<file path="config.mk">
export PLATFORM = sky130hd
export DESIGN_NAME = trace_pkt_decoder
export DESIGN_NICKNAME = d
export VERILOG_FILES = /design/src/rtl/tpd_pkg.sv /design/src/rtl/tpd_hdr_class.sv /design/src/rtl/tpd_ext_class.sv /design/src/rtl/tpd_payload_acc.sv /design/src/rtl/trace_pkt_decoder.sv
export SDC_FILE = /design/constraint.sdc
export NUM_CORES = 1
export LEC_CHECK = 0
export BUFFER_PORTS_ARGS = -buffer_cell sky130_fd_sc_hd__buf_2
export CAP_MARGIN = 10
export CELL_PAD_IN_SITES_DETAIL_PLACEMENT = 1
export CELL_PAD_IN_SITES_GLOBAL_PLACEMENT = 2
export CORE_MARGIN = 4
export CORE_UTILIZATION = 40
export DETAILED_ROUTE_END_ITERATION = 16
export GPL_TIMING_DRIVEN = 1
export PLACE_DENSITY = 0.88
export REMOVE_ABC_BUFFERS = 1
export SLEW_MARGIN = 20
export SYNTH_ARGS = -nofsm -noshare
export SYNTH_HDL_FRONTEND = slang
export SYNTH_SLANG_ARGS = --single-unit
</file>
<file path="constraint.sdc">
create_clock -name clk -period 6 [get_ports clk]
set_input_delay 0.6 -clock clk [delete_from_list [all_inputs] [get_ports clk]]
set_output_delay 0.6 -clock clk [all_outputs]
set_load 0.1 [all_outputs]
</file>
<file path="src/rtl/tpd_pkg.sv">
package tpd_pkg;
  localparam int BODY_W = 5;

  typedef enum logic [4:0] {
    PK_NONE       = 5'd0,
    PK_PAD        = 5'd1,
    PK_BRANCH_TGT = 5'd2,
    PK_TRACE_ON   = 5'd3,
    PK_TRACE_OFF  = 5'd4,
    PK_FLOW_UPD   = 5'd5,
    PK_TIMESTAMP  = 5'd6,
    PK_MINI_TIME  = 5'd7,
    PK_MODE_EXEC  = 5'd8,
    PK_MODE_TXN   = 5'd9,
    PK_RATIO      = 5'd10,
    PK_SYNC_END   = 5'd11,
    PK_PAGING     = 5'd12,
    PK_STOP       = 5'd13,
    PK_OVERFLOW   = 5'd14,
    PK_TIME_ALIGN = 5'd15,
    PK_VM_PTR     = 5'd16,
    PK_SYNC       = 5'd17,
    PK_BLK_BEGIN  = 5'd18,
    PK_BLK_ITEM   = 5'd19,
    PK_BLK_END    = 5'd20,
    PK_BLK_END_IP = 5'd21
  } pk_type_e;

  typedef enum logic [1:0] {
    CX_NONE = 2'd0,
    CX_BLK4 = 2'd1,
    CX_BLK8 = 2'd2
  } ctx_e;

  typedef enum logic [1:0] {
    CL_ERR  = 2'd0,
    CL_DONE = 2'd1,
    CL_EXT  = 2'd2,
    CL_MORE = 2'd3
  } cls_kind_e;

  // Classification of one header byte: what happens next, and how many
  // body bytes follow it.
  typedef struct packed {
    cls_kind_e             kind;
    pk_type_e              ty;
    logic [7:0]            cnt;
    logic [BODY_W-1:0]     body;
  } cls_t;
endpackage

</file>
<file path="src/rtl/tpd_hdr_class.sv">
module tpd_hdr_class
  import tpd_pkg::*;
#(
  parameter int ITEM_SHORT = 4,
  parameter int ITEM_LONG  = 8
) (
  input  logic [7:0] hdr,
  input  ctx_e       ctx,
  output cls_t       cls
);
  logic [BODY_W-1:0] ip_sz;
  logic              ip_bad;
  logic              is_ip;

  always_comb begin
    ip_bad = 1'b0;
    ip_sz  = '0;
    case (hdr[7:5])
      3'd0:       ip_sz = BODY_W'(0);
      3'd1:       ip_sz = BODY_W'(2);
      3'd2:       ip_sz = BODY_W'(4);
      3'd3, 3'd4: ip_sz = BODY_W'(6);
      3'd6:       ip_sz = BODY_W'(8);
      default:    ip_bad = 1'b1;
    endcase
    is_ip = (hdr[4:0] == 5'h0D) || (hdr[4:0] == 5'h11) ||
            (hdr[4:0] == 5'h01) || (hdr[4:0] == 5'h1D);

    cls = '{kind: CL_ERR, ty: PK_NONE, cnt: 8'd0, body: '0};
    if (ctx != CX_NONE && hdr[1:0] == 2'b00) begin
      // block context: item header takes priority
      cls.kind = CL_MORE;
      cls.ty   = PK_BLK_ITEM;
      cls.cnt  = {3'b000, hdr[7:3]};
      cls.body = (ctx == CX_BLK4) ? BODY_W'(ITEM_SHORT) : BODY_W'(ITEM_LONG);
    end else if (hdr == 8'h00) begin
      cls.kind = CL_DONE;
      cls.ty   = PK_PAD;
    end else if (hdr == 8'h02) begin
      cls.kind = CL_EXT;
    end else if (hdr == 8'h19) begin
      cls.kind = CL_MORE;
      cls.ty   = PK_TIMESTAMP;
      cls.body = BODY_W'(7);
    end else if (hdr == 8'h59) begin
      cls.kind = CL_MORE;
      cls.ty   = PK_MINI_TIME;
      cls.body = BODY_W'(1);
    end else if (hdr == 8'h99) begin
      cls.kind = CL_MORE;
      cls.ty   = PK_MODE_EXEC;  // final type chosen from the mode byte
      cls.body = BODY_W'(1);
    end else if (is_ip && !ip_bad) begin
      cls.kind = (ip_sz == '0) ? CL_DONE : CL_MORE;
      cls.cnt  = {5'b00000, hdr[7:5]};
      cls.body = ip_sz;
      case (hdr[4:0])
        5'h0D:   cls.ty = PK_BRANCH_TGT;
        5'h11:   cls.ty = PK_TRACE_ON;
        5'h01:   cls.ty = PK_TRACE_OFF;
        default: cls.ty = PK_FLOW_UPD;
      endcase
    end
  end
endmodule

</file>
<file path="src/rtl/tpd_ext_class.sv">
module tpd_ext_class
  import tpd_pkg::*;
#(
  parameter int SYNC_PAIRS = 8
) (
  input  logic [7:0] sel,
  output cls_t       cls
);
  localparam int SYNC_BODY = 2 * SYNC_PAIRS - 2;

  always_comb begin
    cls = '{kind: CL_ERR, ty: PK_NONE, cnt: 8'd0, body: '0};
    case (sel)
      8'h03: begin cls.kind = CL_MORE; cls.ty = PK_RATIO;      cls.body = BODY_W'(2); end
      8'h23: begin cls.kind = CL_DONE; cls.ty = PK_SYNC_END;   end
      8'h43: begin cls.kind = CL_MORE; cls.ty = PK_PAGING;     cls.body = BODY_W'(6); end
      8'h83: begin cls.kind = CL_DONE; cls.ty = PK_STOP;       end
      8'hF3: begin cls.kind = CL_DONE; cls.ty = PK_OVERFLOW;   end
      8'h73: begin cls.kind = CL_MORE; cls.ty = PK_TIME_ALIGN; cls.body = BODY_W'(5); end
      8'hC8: begin cls.kind = CL_MORE; cls.ty = PK_VM_PTR;     cls.body = BODY_W'(5); end
      8'h82: begin cls.kind = CL_MORE; cls.ty = PK_SYNC;       cls.body = BODY_W'(SYNC_BODY); end
      8'h63: begin cls.kind = CL_MORE; cls.ty = PK_BLK_BEGIN;  cls.body = BODY_W'(1); end
      8'h33: begin cls.kind = CL_DONE; cls.ty = PK_BLK_END;    end
      8'hB3: begin cls.kind = CL_DONE; cls.ty = PK_BLK_END_IP; end
      default: ;
    endcase
  end
endmodule

</file>
<file path="src/rtl/tpd_payload_acc.sv">
module tpd_payload_acc #(
  parameter int PAY_BYTES = 8,
  parameter int IDX_W     = 4
) (
  input  logic                   clk,
  input  logic                   rst_n,
  input  logic                   clr,
  input  logic                   wr,
  input  logic [IDX_W-1:0]       idx,
  input  logic [7:0]             din,
  output logic [8*PAY_BYTES-1:0] acc_nx,
  output logic [8*PAY_BYTES-1:0] acc_q
);
  // one byte lane per payload position; indices past the last lane drop
  for (genvar g = 0; g < PAY_BYTES; g++) begin : g_lane
    always_comb begin
      if (clr)
        acc_nx[8*g +: 8] = 8'h00;
      else if (wr && idx == IDX_W'(g))
        acc_nx[8*g +: 8] = din;
      else
        acc_nx[8*g +: 8] = acc_q[8*g +: 8];
    end
  end

  always_ff @(posedge clk or negedge rst_n) begin
    if (!rst_n)
      acc_q <= '0;
    else if (clr || wr)
      acc_q <= acc_nx;
  end
endmodule

</file>
<file path="src/rtl/trace_pkt_decoder.sv">
module trace_pkt_decoder
  import tpd_pkg::*;
#(
  parameter int PAY_BYTES  = 8,
  parameter int ITEM_SHORT = 4,
  parameter int ITEM_LONG  = 8,
  parameter int SYNC_PAIRS = 8
) (
  input  logic                   clk,
  input  logic                   rst_n,
  input  logic                   in_valid,
  input  logic [7:0]             in_byte,
  output logic                   in_ready,
  output logic                   pkt_valid,
  output logic [4:0]             pkt_type,
  output logic [$clog2(2*SYNC_PAIRS+1)-1:0] pkt_len,
  output logic [7:0]             pkt_count,
  output logic [8*PAY_BYTES-1:0] pkt_payload,
  output logic [1:0]             blk_ctx,
  output logic                   pkt_err
);
  localparam int PAY_W = 8 * PAY_BYTES;
  localparam int IDX_W = $clog2(2 * SYNC_PAIRS);
  localparam int LEN_W = $clog2(2 * SYNC_PAIRS + 1);

  typedef enum logic [1:0] {S_HDR, S_EXT, S_BODY} st_e;

  st_e               st_q, st_n;
  ctx_e              ctx_q, ctx_n;
  pk_type_e          ty_q, ty_n;
  logic [7:0]        cnt_q, cnt_n;
  logic [BODY_W-1:0] rem_q, rem_n;
  logic [LEN_W-1:0]  len_q, len_n;
  logic [IDX_W-1:0]  idx_q, idx_n;
  logic              rdy_q;

  logic              pv_q, pv_n, err_q, err_n;
  pk_type_e          oty_q, d_ty;
  logic [LEN_W-1:0]  olen_q, d_len;
  logic [7:0]        ocnt_q, d_cnt;
  logic [PAY_W-1:0]  opay_q;
  logic              done;

  logic              fire, acc_clr, acc_wr;
  logic [PAY_W-1:0]  acc_nx, acc_q;
  cls_t              hc, ec;

  tpd_hdr_class #(.ITEM_SHORT(ITEM_SHORT), .ITEM_LONG(ITEM_LONG)) u_hdr (
    .hdr(in_byte), .ctx(ctx_q), .cls(hc)
  );

  tpd_ext_class #(.SYNC_PAIRS(SYNC_PAIRS)) u_ext (
    .sel(in_byte), .cls(ec)
  );

  tpd_payload_acc #(.PAY_BYTES(PAY_BYTES), .IDX_W(IDX_W)) u_acc (
    .clk(clk), .rst_n(rst_n), .clr(acc_clr), .wr(acc_wr), .idx(idx_q),
    .din(in_byte), .acc_nx(acc_nx), .acc_q(acc_q)
  );

  assign fire = in_valid && rdy_q;

  // next-state logic
  always_comb begin
    st_n    = st_q;
    ctx_n   = ctx_q;
    ty_n    = ty_q;
    cnt_n   = cnt_q;
    rem_n   = rem_q;
    len_n   = len_q;
    idx_n   = idx_q;
    err_n   = 1'b0;
    done    = 1'b0;
    d_ty    = ty_q;
    d_cnt   = cnt_q;
    d_len   = len_q;
    acc_clr = 1'b0;
    acc_wr  = 1'b0;

    if (fire) begin
      case (st_q)
        S_HDR: begin
          acc_clr = 1'b1;
          case (hc.kind)
            CL_ERR:  err_n = 1'b1;
            CL_DONE: begin
              done  = 1'b1;
              d_ty  = hc.ty;
              d_cnt = hc.cnt;
              d_len = LEN_W'(1);
            end
            CL_EXT: begin
              st_n  = S_EXT;
            end
            default: begin
              st_n  = S_BODY;
              ty_n  = hc.ty;
              cnt_n = hc.cnt;
              rem_n = hc.body;
              len_n = LEN_W'(1);
              idx_n = '0;
            end
          endcase
        end
        S_EXT: begin
          st_n = S_HDR;
          case (ec.kind)
            CL_DONE: begin
              done  = 1'b1;
              d_ty  = ec.ty;
              d_cnt = ec.cnt;
              d_len = LEN_W'(2);
            end
            CL_MORE: begin
              st_n  = S_BODY;
              ty_n  = ec.ty;
              cnt_n = ec.cnt;
              rem_n = ec.body;
              len_n = LEN_W'(2);
              idx_n = '0;
            end
            default: err_n = 1'b1;
          endcase
        end
        default: begin
          acc_wr = (ty_q != PK_SYNC);
          idx_n  = idx_q + 1'b1;
          len_n  = len_q + 1'b1;
          rem_n  = rem_q - 1'b1;
          if (ty_q == PK_SYNC && in_byte != (idx_q[0] ? 8'h82 : 8'h02)) begin
            err_n = 1'b1;
            st_n  = S_HDR;
          end else if (rem_q == BODY_W'(1)) begin
            st_n  = S_HDR;
            done  = 1'b1;
            d_len = len_q + 1'b1;
            if (ty_q == PK_MODE_EXEC) begin
              case (in_byte[7:5])
                3'b000:  d_ty = PK_MODE_EXEC;
                3'b001:  d_ty = PK_MODE_TXN;
                default: begin done = 1'b0; err_n = 1'b1; end
              endcase
            end else if (ty_q == PK_BLK_BEGIN) begin
              d_cnt = {3'b000, in_byte[4:0]};
            end
          end
        end
      endcase
    end

    if (done) begin
      case (d_ty)
        PK_OVERFLOW, PK_SYNC, PK_BLK_END, PK_BLK_END_IP: ctx_n = CX_NONE;
        PK_BLK_BEGIN: ctx_n = in_byte[7] ? CX_BLK4 : CX_BLK8;
        default: ;
      endcase
    end
    pv_n = done;
  end

  // registers
  always_ff @(posedge clk or negedge rst_n) begin
    if (!rst_n) begin
      st_q   <= S_HDR;
      ctx_q  <= CX_NONE;
      ty_q   <= PK_NONE;
      cnt_q  <= '0;
      rem_q  <= '0;
      len_q  <= '0;
      idx_q  <= '0;
      rdy_q  <= 1'b0;
      pv_q   <= 1'b0;
      err_q  <= 1'b0;
      oty_q  <= PK_NONE;
      olen_q <= '0;
      ocnt_q <= '0;
      opay_q <= '0;
    end else begin
      rdy_q <= 1'b1;
      pv_q  <= pv_n;
      err_q <= err_n;
      if (fire) begin
        st_q  <= st_n;
        ctx_q <= ctx_n;
        ty_q  <= ty_n;
        cnt_q <= cnt_n;
        rem_q <= rem_n;
        len_q <= len_n;
        idx_q <= idx_n;
      end
      if (done) begin
        oty_q  <= d_ty;
        olen_q <= d_len;
        ocnt_q <= d_cnt;
        opay_q <= acc_nx;
      end
    end
  end

  assign in_ready    = rdy_q;
  assign pkt_valid   = pv_q;
  assign pkt_err     = err_q;
  assign pkt_type    = oty_q;
  assign pkt_len     = olen_q;
  assign pkt_count   = ocnt_q;
  assign pkt_payload = opay_q;
  assign blk_ctx     = ctx_q;
endmodule

</file>
; ---- Yosys cells after proc, flatten, opt, wreduce, memory -nomap -nowiden
; Cells that the tools add are included.
[word_totals]
ff_bits = 180
in_bits = 11
out_inout_bits = 87
wordCells = 211
[classes]
n_addsub = 3
eq_ne = 51
mux = 102
reduce_logical = 40
[ops]
columns = operator, count
row1 = 8-bit two-way mux, 29
row2 = 5-bit two-way mux, 20
row3 = 7-bit one-hot mux with 11 select lines, 1
row4 = 5-bit one-hot mux with 2 select lines, 6
row5 = "8-bit equality test, second input constant", 6
row6 = "5-bit equality test, second input constant", 8
row7 = 20-bit two-way mux, 2
row8 = "8-bit by 7-bit equality test with 1-bit output, second input constant", 4
row9 = 8-bit one-hot mux with 2 select lines, 2
row10 = 7-bit two-way mux, 4
row11 = 4-bit one-hot mux with 5 select lines, 1
row12 = 1-bit two-way mux, 18
row13 = 18-bit two-way mux, 1
row14 = "4-bit by 3-bit equality test with 1-bit output, second input constant", 4
row15 = "8-bit by 2-bit equality test with 1-bit output, second input constant", 2
row16 = "8-bit by 6-bit equality test with 1-bit output, second input constant", 2
row17 = 4-bit one-hot mux with 4 select lines, 1
row18 = "5-bit by 4-bit equality test with 1-bit output, second input constant", 3
row19 = 13-bit two-way mux, 1
row20 = 1-bit logical AND, 12
row21 = 2-bit two-way mux, 6
row22 = 4-bit two-way mux, 3
row23 = 2-bit one-hot mux with 2 select lines, 3
row24 = 2-bit OR reduction, 6
row25 = 32 further kinds, 51

; ---- Depth between registers and ports, before layout
; Gate-level depths: netlist of run 1.
[logic_depth]
word_depth = 20
depth_mapped = 12
depth_no_buf = 10

; ---- By module
; From an unflattened synthesis of run 1, not the netlist that was laid out.
[hier_totals]
cells_unflattened = 1018
area_unflattened_um2 = 9910.8
[by_module_without_submodules]
columns = module, n_inst, cells_per_inst, area_each_um2
row1 = trace_pkt_decoder, 1, 590, 5455.2
row2 = tpd_payload_acc, 1, 310, 3679.8
row3 = tpd_ext_class, 1, 66, 444.2
row4 = tpd_hdr_class, 1, 52, 331.6

; ---- Worst setup path after synthesis of run 1
; Ideal clock, no wire load.
[synth_path]
kind = register to register
startpoint = reg rdy_q, in the netlist in_ready
endpoint = reg opay_q[14], in the netlist pkt_payload[14]
setup_ns = 0.128
arrival_ns = 2.977
t_required_ns = 5.872
path_slack_ns = 2.895
path_stages_with_launch = 10
n_path_buf = 2
path_cell_list = dfrtp_1 and2_1 clkbuf_1 nand2_1 nor4b_1 and2_1 buf_2 mux2i_1 nor2_1 mux2_1
[synth_between]
elab_chain_cells = 5
[synth_rtl]
columns = item, line_no
row1 = start: declaration, trace_pkt_decoder.sv:35  ; logic rdy_q;
row2 = start signal: assignment, trace_pkt_decoder.sv:171  ; rdy_q <= 1'b0;
row3 = start signal: assignment, trace_pkt_decoder.sv:179  ; rdy_q <= 1'b1;
row4 = 1-bit logical AND *, trace_pkt_decoder.sv:61  ; assign fire = in_valid && rdy_q;
row5 = 1-bit two-way mux, trace_pkt_decoder.sv:80  ; if (fire) begin
row6 = 1-bit logical AND, tpd_payload_acc.sv:19  ; else if (wr && idx == IDX_W'(g))
row7 = 8-bit two-way mux, tpd_payload_acc.sv:19
row8 = 8-bit two-way mux, tpd_payload_acc.sv:17  ; if (clr)
row9 = end signal: assignment, trace_pkt_decoder.sv:195  ; opay_q <= acc_nx;
row10 = end: declaration, trace_pkt_decoder.sv:41  ; logic [PAY_W-1:0] opay_q;
; Every way passes the cells marked *; elsewhere a longest branch is shown, timed or not.
; A chain may end at the register's enable or synchronous reset.

; ---- Worst setup path after layout of run 1
[layout_path]
startpoint = in in_byte[7]
endpoint = reg opay_q[32], in the netlist pkt_payload[32]
[layout_between]
elab_chain_cells = 16
[layout_rtl]
columns = item, line_no
row1 = start: declaration, trace_pkt_decoder.sv:12  ; input logic [7:0] in_byte,
row2 = 3-bit by 2-bit equality test with 1-bit output or 3-bit equality test (tied branches), tpd_hdr_class.sv:18  ; case (hdr[7:5])
row3 = 2-bit OR reduction, --
row4 = 4-bit one-hot mux with 4 select lines, tpd_hdr_class.sv:18
row5 = 5-bit zero test, tpd_hdr_class.sv:54  ; cls.kind = (ip_sz == '0) ? CL_DONE : CL_MORE;
row6 = 2-bit two-way mux, tpd_hdr_class.sv:54
row7 = 20-bit two-way mux, tpd_hdr_class.sv:53  ; end else if (is_ip && !ip_bad) begin
row8 = 7-bit two-way mux, tpd_hdr_class.sv:49  ; end else if (hdr == 8'h99) begin
row9 = 7-bit two-way mux, tpd_hdr_class.sv:45  ; end else if (hdr == 8'h59) begin
row10 = 7-bit two-way mux, tpd_hdr_class.sv:41  ; end else if (hdr == 8'h19) begin
row11 = 2-bit two-way mux, tpd_hdr_class.sv:39  ; end else if (hdr == 8'h02) begin
row12 = 7-bit two-way mux, tpd_hdr_class.sv:36  ; end else if (hdr == 8'h00) begin
row13 = 20-bit two-way mux, tpd_hdr_class.sv:30  ; if (ctx != CX_NONE && hdr[1:0] == 2'b00) begin
row14 = 2-bit by 1-bit equality test with 1-bit output, trace_pkt_decoder.sv:84  ; case (hc.kind)
row15 = 1-bit two-way mux, trace_pkt_decoder.sv:84
row16 = 1-bit one-hot mux with 2 select lines *, trace_pkt_decoder.sv:81  ; case (st_q)
row17 = 1-bit two-way mux *, trace_pkt_decoder.sv:80
; Marks and branches as above.

==> run_results.csv, run 1 <==
group,metric,value,unit
pwr,p_switching,0.003152,W
grt,antenna_found_initial,0,
placed_design,hpwl,15130,um
floorplanning,fp.coreArea,20960,sq um
clock_network,cts_resized,0,
route,vias,6548,
pwr,swShare,52.59,%
sta,slew_violations,0,
cells_and_area,nets,910,
floorplanning,initial_utilization,40.61,%
critical_path,max_stage_delay,0.70,ns
yosys,synth_async_sr_flop_share,100.0,%
clock_network,clockBufferDepth,2,
cells_and_area,multi_input_area,3807,sq um
critical_path,path_class,"in2reg",
route,routed_wl,23460,um
pwr,combPwrFrac,49.1,%
sta,tns,0,ns
critical_path,crit_arrival,4.09,ns
route,drcViolationCount,0,
floorplanning,io_pins,98,
placed_design,io_buffers,94,
clock_network,post_cts_buffers,0,
grt,grt_pass1_wl,38520,um
pwr,cellLeakagePower,4.663,nW
yosys,ys_seq_area_share,51.16,%
cells_and_area,area_delta_synth_final,13.79,%
floorplanning,die_area,23670,sq um
sta,slew_headroom,27.99,%
pwr,max-vdd-ir-drop,0.5094,mV
yosys,synth_area_per_cell,10.13,sq um
critical_path,critPathRequiredTime,6.31,ns
critical_path,slowest_stage,"a2111oi_1",
clock_network,cts_tree,"yes",
critical_path,critical_path.max_fanout,85,
sta,period_needed,3.778,ns
critical_path,path_delay_family,"buffers and inverters",
route,avgViaCountPerCell,5.559,
pwr,intPower,0.002842,W
job,cap_violations,0,
worst_hold_path,hold_class,"in2async",
placed_design,place.gp.congestion,0.8607,
grt,track_usage,20.35,%
grt,grt_pass1_vias,6818,
floorplanning,rows,53,
yosys,synth-seq-cells,174,
clock_network,root_buffer,"clkbuf_16",
critical_path,start_kind,"input pin",
pwr,clkPwrFrac,19.2,%
cells_and_area,antenna_cells,0,
cells_and_area,drive_gt1_share,17.61,%
clock_network,clk-insertion-delay-late,0.43,ns
clock_network,cts_buffers,17,
sta,rsz0062_at_grt,"no",
floorplanning,die_h,153.9,um
sta,clock.fmax,264.7,MHz
grt,grt_remaining_overflow,0,
clock_network,cts.hold.buffers_added,0,
yosys,synthFlopType,"dfrtp_1",
cells_and_area,utilization,46.21,%
clock_network,path_clk_slew,0.07,ns
critical_path,critPathCaptureType,"register",
cells_and_area,seqCellArea,4354,sq um
clock_network,htreeDepth,4,
clock_network,clock_sinks,174,
sta,fin_skew,0.009886,ns
route,ant_nets,0,
critical_path,crit_chain,"buf_2 -> inv_1 -> a2111oi_1 -> a211oi_2 -> a311o_1 -> nand3_4 -> buf_4 -> nand2_1 -> o31ai_1",
grt,grt_max_degree,97,
critical_path,critPathBufInv,3,
yosys,netlist_area,8511,sq um
yosys,synth_cell_types,80,
sta,finalSetupViolCount,0,
pwr,p_seq_share,31.7,%
yosys,ys_warn_count,0,
critical_path,startpoint,"in_byte[7]",
yosys,synth-edff-count,0,
yosys,syn_inst,840,
run_status,outcome,"finished, final reports clean",
route,drt-pass1-iter-count,5,
floorplanning,die_w,153.9,um
critical_path,timing.rr.start,"st_q[1]",
sta,hold_viol_final,0,
pwr,powerDensity,618.9,nW/um^2
route,routedWlPerCell,19.91,um
sta,fin_crit_sh,62.97,%
cells_and_area,nFillCells,2408,
sta,worst_pin_slew,1.080,ns
route,drt_iter0_markers,419,
critical_path,r2r_setup_slack,2.53,ns
==> layout by cell type (no fill, tap or decap), types with 17 or more instances in the layout <==
cell,count
dfrtp_1,174
nor2_1,111
nand2_1,94
buf_2,93
mux2i_1,50
a21oi_1,41
o31ai_1,41
mux2_1,32
o21ai_0,24
clkbuf_16,17
==> registers in the layout (all words and copies together) (netlist names) <==
name and count:
pkt_payload 64, u_acc.acc_q 64, cnt_q 5, len_q 5
pkt_count 5, pkt_len 5, pkt_type 5, rem_q 5
ty_q 5, idx_q 4, blk_ctx 2, st_q 2
in_ready 1, pkt_err 1, pkt_valid 1
==> path summary, 6_finish.rpt <==
kind / depth (start not counted) / end
max reg2reg: 6 / pkt_payload[25]
max in group asynchronous: 2 / pkt_payload[20]
max: 9 / pkt_payload[32]
min: 1 / pkt_len[1]
min in group clk: 2 / pkt_payload[36]
min reg2reg: 2 / pkt_payload[36]
==> logic make-up after synthesis <==
kind of cell,count (synthesis),share of synthesized area (%)
and+or+nand+nor,303,16.77
AOI/OAI and AO/OA,178,15.23
DFF,174,51.16
muxes,83,10.25
buffers and inverters,83,4.425
xor gates and xnor gates,9,0.9261
adders and majority gates,8,1.147
other,2,0.08824
==> per-layer routing <==
layer / global-route usage [%] / vias up / share of wire (%)
met5: 0 / - / 0
met4: 4.584 / 0 / 1.0
met3: 4.222 / 19 / 4.6
met2: 32.88 / 147 / 47
met1: 28.45 / 3316 / 47
li1: - / 3066 / -
==> worst reg2reg max path, cell delays in order (launching register included) <==
cell and delay, ns:
dfrtp_1 0.96, nand2_1 0.45, nor4b_1 0.63, and2_1 0.61
mux2i_1 0.28, nor2_1 0.08, mux2_1 0.36
==> area by class of cell <==
| type | count | share of cell area [%] |
|---|---|---|
| clock inverters | 11 | 1.602 |
| multi-input cells | 585 | 39.32 |
| flip-flops and latches | 174 | 44.96 |
| inverters | 15 | 0.5814 |
| well taps | 275 | 3.553 |
| repair buffers | 99 | 5.310 |
| clock buffers | 19 | 4.677 |
==> synthesized netlist by cell type (5+ instances only) <==
| library cell | instances | area [sq um] |
|---|---|---|
| and2_1 | 9 | 56.30 |
| mux2i_1 | 50 | 500.5 |
| buf_2 | 25 | 125.1 |
| nand2b_1 | 9 | 56.30 |
| inv_1 | 14 | 52.55 |
| buf_4 | 5 | 37.54 |
| o211ai_1 | 6 | 45.04 |
| mux2_1 | 32 | 360.4 |
| dfrtp_1 | 174 | 4354 |
| o21ai_0 | 24 | 120.1 |
| clkbuf_1 | 26 | 97.59 |
| nand3_1 | 13 | 65.06 |
| xnor2_1 | 5 | 43.79 |
| nor2_1 | 112 | 420.4 |
| buf_1 | 10 | 37.54 |
| a211oi_1 | 5 | 37.54 |
| nor3_1 | 14 | 70.07 |
| a21oi_1 | 41 | 205.2 |
| ha_1 | 7 | 87.58 |
| nor4_1 | 5 | 31.28 |
| nand2_1 | 94 | 352.8 |
| o41ai_1 | 8 | 70.07 |
| o31ai_1 | 41 | 307.8 |
==> metrics by stage <==
stage                     instances  worst slack [ns]  hold WS [ns]  instance area [sq um]  power [W]
after global placement         1148             1.919        0.4569                   9076   0.004808
after CTS                      1178             2.248       0.09966                   9684   0.006051
after global routing           1178             1.965        0.1099                   9684   0.006317
final                          1178             2.222       0.08595                   9684   0.005993
after floorplan                 774            0.3553        0.3044                   8198   0.004259
after detailed placement       1148             1.849        0.4602                   9076   0.004868
==> power groups by stage <==
stage / Sequential [W] / Clock, W / Combinational, W
final: 0.00190 / 0.00115 / 0.00294
after CTS: 0.00190 / 0.00118 / 0.00297
after global placement: 0.00191 / 0 / 0.00290
after global routing: 0.00196 / 0.00123 / 0.00312
after detailed placement: 0.00192 / 0 / 0.00295
after floorplan: 0.00349 / 0 / 0.000769
Note: power is estimated with default switching activity, not from simulation.
==> run 2, diff against run 1 <==
- CORE_UTILIZATION: 40 -> 34
- PLACE_DENSITY: 0.88 -> 0.8
- clock period: 6 -> 3.1 ns (I/O delays scaled with it)
==> run 2 against run 1 <==
Against the previous run: final cell count grew 8.0%; clock power grew 84%; critical path depth shrank 1; count of clock-buffer cells in the layout shrank 1; final area grew 4.4%; flip-flop and latch count is the same.
==> run_results.csv, run 2 (synthesis gave the netlist of run 1 again) <==
group,metric,value,unit
sta,fin_crit_sh,88.62,%
grt,grt_max_degree,97,
critical_path,crit_arrival,3.08,ns
pwr,p_seq_share,31.3,%
grt,grt_pass1_wl,41070,um
clock_network,post_cts_buffers,0,
critical_path,start_kind,"register",
route,wl_met1,12090,um
route,drcViolationCount,0,
sta,slew_headroom,44.37,%
sta,hold_viol_final,0,
placed_design,pre_cts_slack,0.09561,ns
cells_and_area,nets,953,
cells_and_area,nFillCells,2774,
pwr,cellLeakagePower,4.876,nW
worst_hold_path,hold_class,"in2reg",
floorplanning,io_pins,98,
critical_path,critPathCaptureType,"register",
pwr,total_power,0.01163,W
route,ant_nets,0,
worst_hold_path,min_from,"in_byte[1]",
pwr,intPower,0.005370,W
cells_and_area,area_delta_synth_final,18.79,%
floorplanning,die_area,27630,sq um
critical_path,max_stage_delay,0.58,ns
clock_network,clock_sinks,174,
route,avgViaCountPerCell,5.219,
sta,clock.fmax,364.0,MHz
sta,worst_pin_slew,0.8345,ns
sta,postLayoutSetupSlackWorst,0.3529,ns
clock_network,root_buffer,"clkbuf_16",
critical_path,crit_chain,"nor4_1 -> nand2_1 -> o41ai_1 -> or2_2 -> o32ai_1 -> or2_1 -> a22o_1 -> o31ai_1",
critical_path,critPathRequiredTime,3.43,ns
cells_and_area,final_cell_mix,"dfrtp_1, nor2_1, nand2_1, buf_2, mux2i_1",
floorplanning,initial_utilization,34.79,%
route,routedWlPerCell,19.74,um
route,drt-pass1-iter-count,5,
pwr,max-vdd-ir-drop,0.9733,mV
sta,fin_skew,0.01013,ns
clock_network,clk-insertion-delay-late,0.44,ns
clock_network,htreeDepth,4,
grt,grt_remaining_overflow,0,
run_status,outcome,"finished, final reports clean",
grt,track_usage,18.41,%
placed_design,hpwl,17940,um
critical_path,path_class,"reg2reg",
placed_design,io_buffers,94,
sta,finalSetupViolCount,0,
critical_path,timing.rr.start,"ty_q[1]",
route,routed.top_layer,"met5",
placed_design,place.gp.congestion,0.9374,
floorplanning,rows,57,
route,routed_wl,25110,um
pwr,clkPwrFrac,18.3,%
cells_and_area,drive_gt1_share,21.52,%
critical_path,r2r_end,"blk_ctx[1]",
floorplanning,die_w,166.2,um
sta,slew_violations,0,
cells_and_area,layout_commonest_cell,"dfrtp_1",
cells_and_area,antenna_cells,0,
route,vias,6638,
pwr,swShare,53.84,%
job,cap_violations,0,
pwr,p_switching,0.006264,W
worst_hold_path,holdPathEnd,"u_acc.acc_q[1]",
worst_hold_path,min_delay_path_depth,3,
critical_path,critPathBufInv,0,
floorplanning,die_h,166.2,um
route,dr_wl_met3,797,um
critical_path,path_delay_family,"compound AO/OA/AOI/OAI gates",
floorplanning,fp.coreArea,24460,sq um
critical_path,slowest_stage,"o41ai_1",
grt,grt_pass1_vias,7113,
grt,antenna_found_initial,2,
pwr,powerDensity,1151,nW/um^2
sta,period_needed,2.747,ns
critical_path,rr_worst_depth,8,
route,drt_iter0_markers,395,
route,wl_met2,11850,um
clock_network,path_clk_slew,0.07,ns
clock_network,cts_tree,"yes",
clock_network,clockBufferDepth,2,
sta,fin_worst_hold_slack,0.3012,ns
clock_network,cts_buffers,17,
pwr,combPwrFrac,50.5,%
critical_path,critical_path.max_fanout,6,
critical_path,r2r_setup_slack,0.35,ns
sta,rsz0062_at_grt,"no",
==> run 2: layout make-up <==
cell class | instances | area (sq um) | share of cell area [%]
Clock buffer | 18 | 439.2 | 4.344
Sequential cell | 174 | 4354 | 43.07
Tap cell | 324 | 405.4 | 4.010
Inverter | 15 | 56.30 | 0.5569
Clock inverter | 14 | 138.9 | 1.374
Multi-Input combinational cell | 585 | 3814 | 37.72
Timing Repair Buffer | 142 | 902.1 | 8.923
==> run 2: worst max path at each step <==
stage / cells past startpoint / end / from / slack (ns)
5_1_grt: 8 / blk_ctx[1] / ty_q[1] / 0.16
4_1_cts: 7 / pkt_payload[16] / ty_q[4] / 0.25
3_3_place_gp: 10 / pkt_payload[13] / in_byte[5] / 0.10
6_report: 8 / blk_ctx[1] / ty_q[1] / 0.35
3_5_place_dp: 10 / blk_ctx[1] / in_byte[5] / 0.1
2_1_floorplan: 7 / blk_ctx[0] / in_ready / -2.54
==> run 2: stage by stage <==
stage / setup TNS, ns / instances / instance area (sq um) / util [%]
final: 0 / 1272 / 10110 / 41.33
after global routing: 0 / 1272 / 10110 / 41.33
after CTS: 0 / 1272 / 10100 / 41.30
after detailed placement: 0 / 1239 / 9515 / 38.90
after global placement: 0 / 1239 / 9515 / 38.90
after floorplan: -244.86 / 774 / 8198 / -
==> run 2: layer usage <==
layer	vias up	GRT usage, %
met1	3324	26.09
met5	-	0
li1	3152	-
met3	29	2.714
met4	4	5.087
met2	129	29.65
==> run 2: what timing repair did <==
item,CTS,global route
resized for setup,0,1
hold buffers,1,0
endpoints found under the hold margin,68,0
setup endpoints to repair,0,1
==> run 2: power by group through the flow <==
stage	Sequential [W]	Clock (W)	Combinational, W
final	0.00364	0.00212	0.00587
after global routing	0.00376	0.00228	0.00622
after CTS	0.00365	0.00218	0.00592
after detailed placement	0.00369	0	0.00590
after global placement	0.00365	0	0.00583
after floorplan	0.00675	0	0.00149
==> run 2: worst min-delay path: cells and delay by family <==
family	cells	cell delay [ns]
muxes	1	0.15
buffers and inverters	1	0.16
and+or+nand+nor	1	0.07
==> run 3, diff against run 2 <==
- CELL_PAD_IN_SITES_GLOBAL_PLACEMENT: 2 -> 1
- CORE_UTILIZATION: 34 -> 40
- PLACE_DENSITY: 0.8 -> 0.78
==> run 3 against run 2 <==
Against the previous run: first-iteration DRC count is 12% higher; routed wire length is 0.71% lower; clock skew is 0.0060 ns higher; global-route usage is 3.6 points higher; sequential share of layout area hardly changed; via count is 0.83% higher; register-to-register slack worse by 0.09 ns; count of clock-buffer cells in the layout is 1 higher; core utilization is 6.9 points higher; die area is 14% lower; hold slack better by 0.040 ns.
==> run_results.csv, run 3 (synthesis gave the netlist of run 1 again) <==
group,metric,value,unit
pwr,cellLeakagePower,4.915,nW
sta,fin_crit_sh,91.61,%
sta,tns,0,ns
sta,finalSetupViolCount,0,
grt,track_usage,22.03,%
floorplanning,fp.coreArea,20960,sq um
route,routedWlPerCell,20.24,um
critical_path,critPathCaptureType,"register",
grt,grt_remaining_overflow,0,
route,vias,6693,
cells_and_area,area_delta_synth_final,18.69,%
route,drcViolationCount,0,
cells_and_area,design_area,10100,sq um
floorplanning,die_w,153.9,um
clock_network,clock_sinks,174,
critical_path,crit_arrival,3.15,ns
sta,fin_skew,0.01613,ns
critical_path,critPathRequiredTime,3.41,ns
floorplanning,initial_utilization,40.61,%
clock_network,htreeDepth,4,
placed_design,place.gp.congestion,0.9402,
clock_network,cts_tree,"yes",
sta,period_needed,2.840,ns
grt,grt_pass1_wl,41630,um
clock_network,post_cts_buffers,0,
cells_and_area,drive_gt1_share,22.05,%
placed_design,hpwl,17870,um
worst_hold_path,hold_class,"in2reg",
grt,grt_max_degree,97,
clock_network,path_clk_slew,0.07,ns
cells_and_area,layout_commonest_cell,"dfrtp_1",
sta,clock.fmax,352.1,MHz
grt,grt_pass1_vias,7207,
floorplanning,rows,53,
floorplanning,die_h,153.9,um
cells_and_area,antenna_cells,0,
route,ant_nets,0,
sta,fin_worst_hold_slack,0.3410,ns
cells_and_area,final_cell_mix,"dfrtp_1, nor2_1, nand2_1, buf_2, buf_4",
cells_and_area,nFillCells,2399,
critical_path,path_class,"reg2reg",
clock_network,clk-insertion-delay-late,0.44,ns
job,cap_violations,0,
run_status,outcome,"finished, final reports clean",
sta,worst_pin_slew,0.9428,ns
pwr,max-vdd-ir-drop,0.7764,mV
sta,slew_violations,0,
pwr,powerDensity,1154,nW/um^2
route,drt-pass1-iter-count,5,
sta,rsz0062_at_grt,"no",
clock_network,root_buffer,"clkbuf_16",
floorplanning,die_area,23670,sq um
placed_design,io_buffers,94,
route,avgViaCountPerCell,5.433,
route,routed_wl,24930,um
floorplanning,io_pins,98,
placed_design,dpl-instance-area,9522,sq um
critical_path,critical_path.max_fanout,5,
clock_network,clockBufferDepth,2,
pwr,total_power,0.01166,W
route,drt_iter0_markers,442,
grt,antenna_found_initial,1,
sta,slew_headroom,36.48,%
sta,hold_viol_final,0,
cells_and_area,nets,962,
clock_network,cts_buffers,17,
critical_path,start_kind,"register",
cells_and_area,utilization,48.20,%
## run 3: layout make-up
type | instances | area [sq um] | area share (%)
Clock buffer | 19 | 442.9 | 4.385
Clock inverter | 13 | 126.4 | 1.251
Tap cell | 275 | 344.1 | 3.406
Timing Repair Buffer | 151 | 969.7 | 9.600
Multi-Input combinational cell | 585 | 3807 | 37.69
Sequential cell | 174 | 4354 | 43.11
Inverter | 15 | 56.30 | 0.5574
## run 3: per-stage QoR
stage          instances  setup slack (ns)
2_1_floorplan        774            -2.545
3_3_place_gp        1199            0.1633
5_1_grt             1232            0.1061
4_1_cts             1232            0.3185
3_5_place_dp        1199            0.1088
6_report            1232            0.2600
## run 3: path summary, 6_finish.rpt
check                                startpoint         endpoint  slack [ns]  depth (start not counted)
worst max-delay path                 blk_ctx[1]       blk_ctx[1]        0.26                          7
worst min-delay path                 in_byte[1]  u_acc.acc_q[17]        0.34                          3
worst max register to register       blk_ctx[1]       blk_ctx[1]        0.26                          7
worst min register to register  pkt_payload[57]  pkt_payload[57]        0.47                          2
max in group asynchronous                 rst_n          st_q[1]        1.80                          3
min in group asynchronous                 rst_n       pkt_len[3]        0.48                          2
## run 3: report_power, final
group / internal, W / switching (W) / leakage, nW / total [W]
combinational: 0.00118 / 0.00475 / 2.33 / 0.00593
sequential: 0.00312 / 0.000517 / 2.31 / 0.00364
clock: 0.00109 / 0.00101 / 0.273 / 0.00210
total: 0.00538 / 0.00627 / 4.92 / 0.0117
## run 3: worst max-delay path, cell delays in order, from the launching register on
cell and delay [ns]:
dfrtp_1 0.39, o21ai_0 0.74, o31a_4 0.33, a31oi_4 0.13, a221oi_2 0.41, nor4b_2 0.39, a22o_1 0.25, o31ai_1 0.08
## run 3: timing repair
item                      CTS  global route
gates resized for setup     0             0
hold buffers                1             0
hold endpoints to repair   27             0
## run 3: routing by layer
layer	vias to the layer above	track usage, %	share of wire [%]
li1	3162	-	-
met1	3371	30.69	47
met2	131	35.66	48
met3	27	4.785	4.3
met4	2	4.836	1.2
met5	-	0	0.052
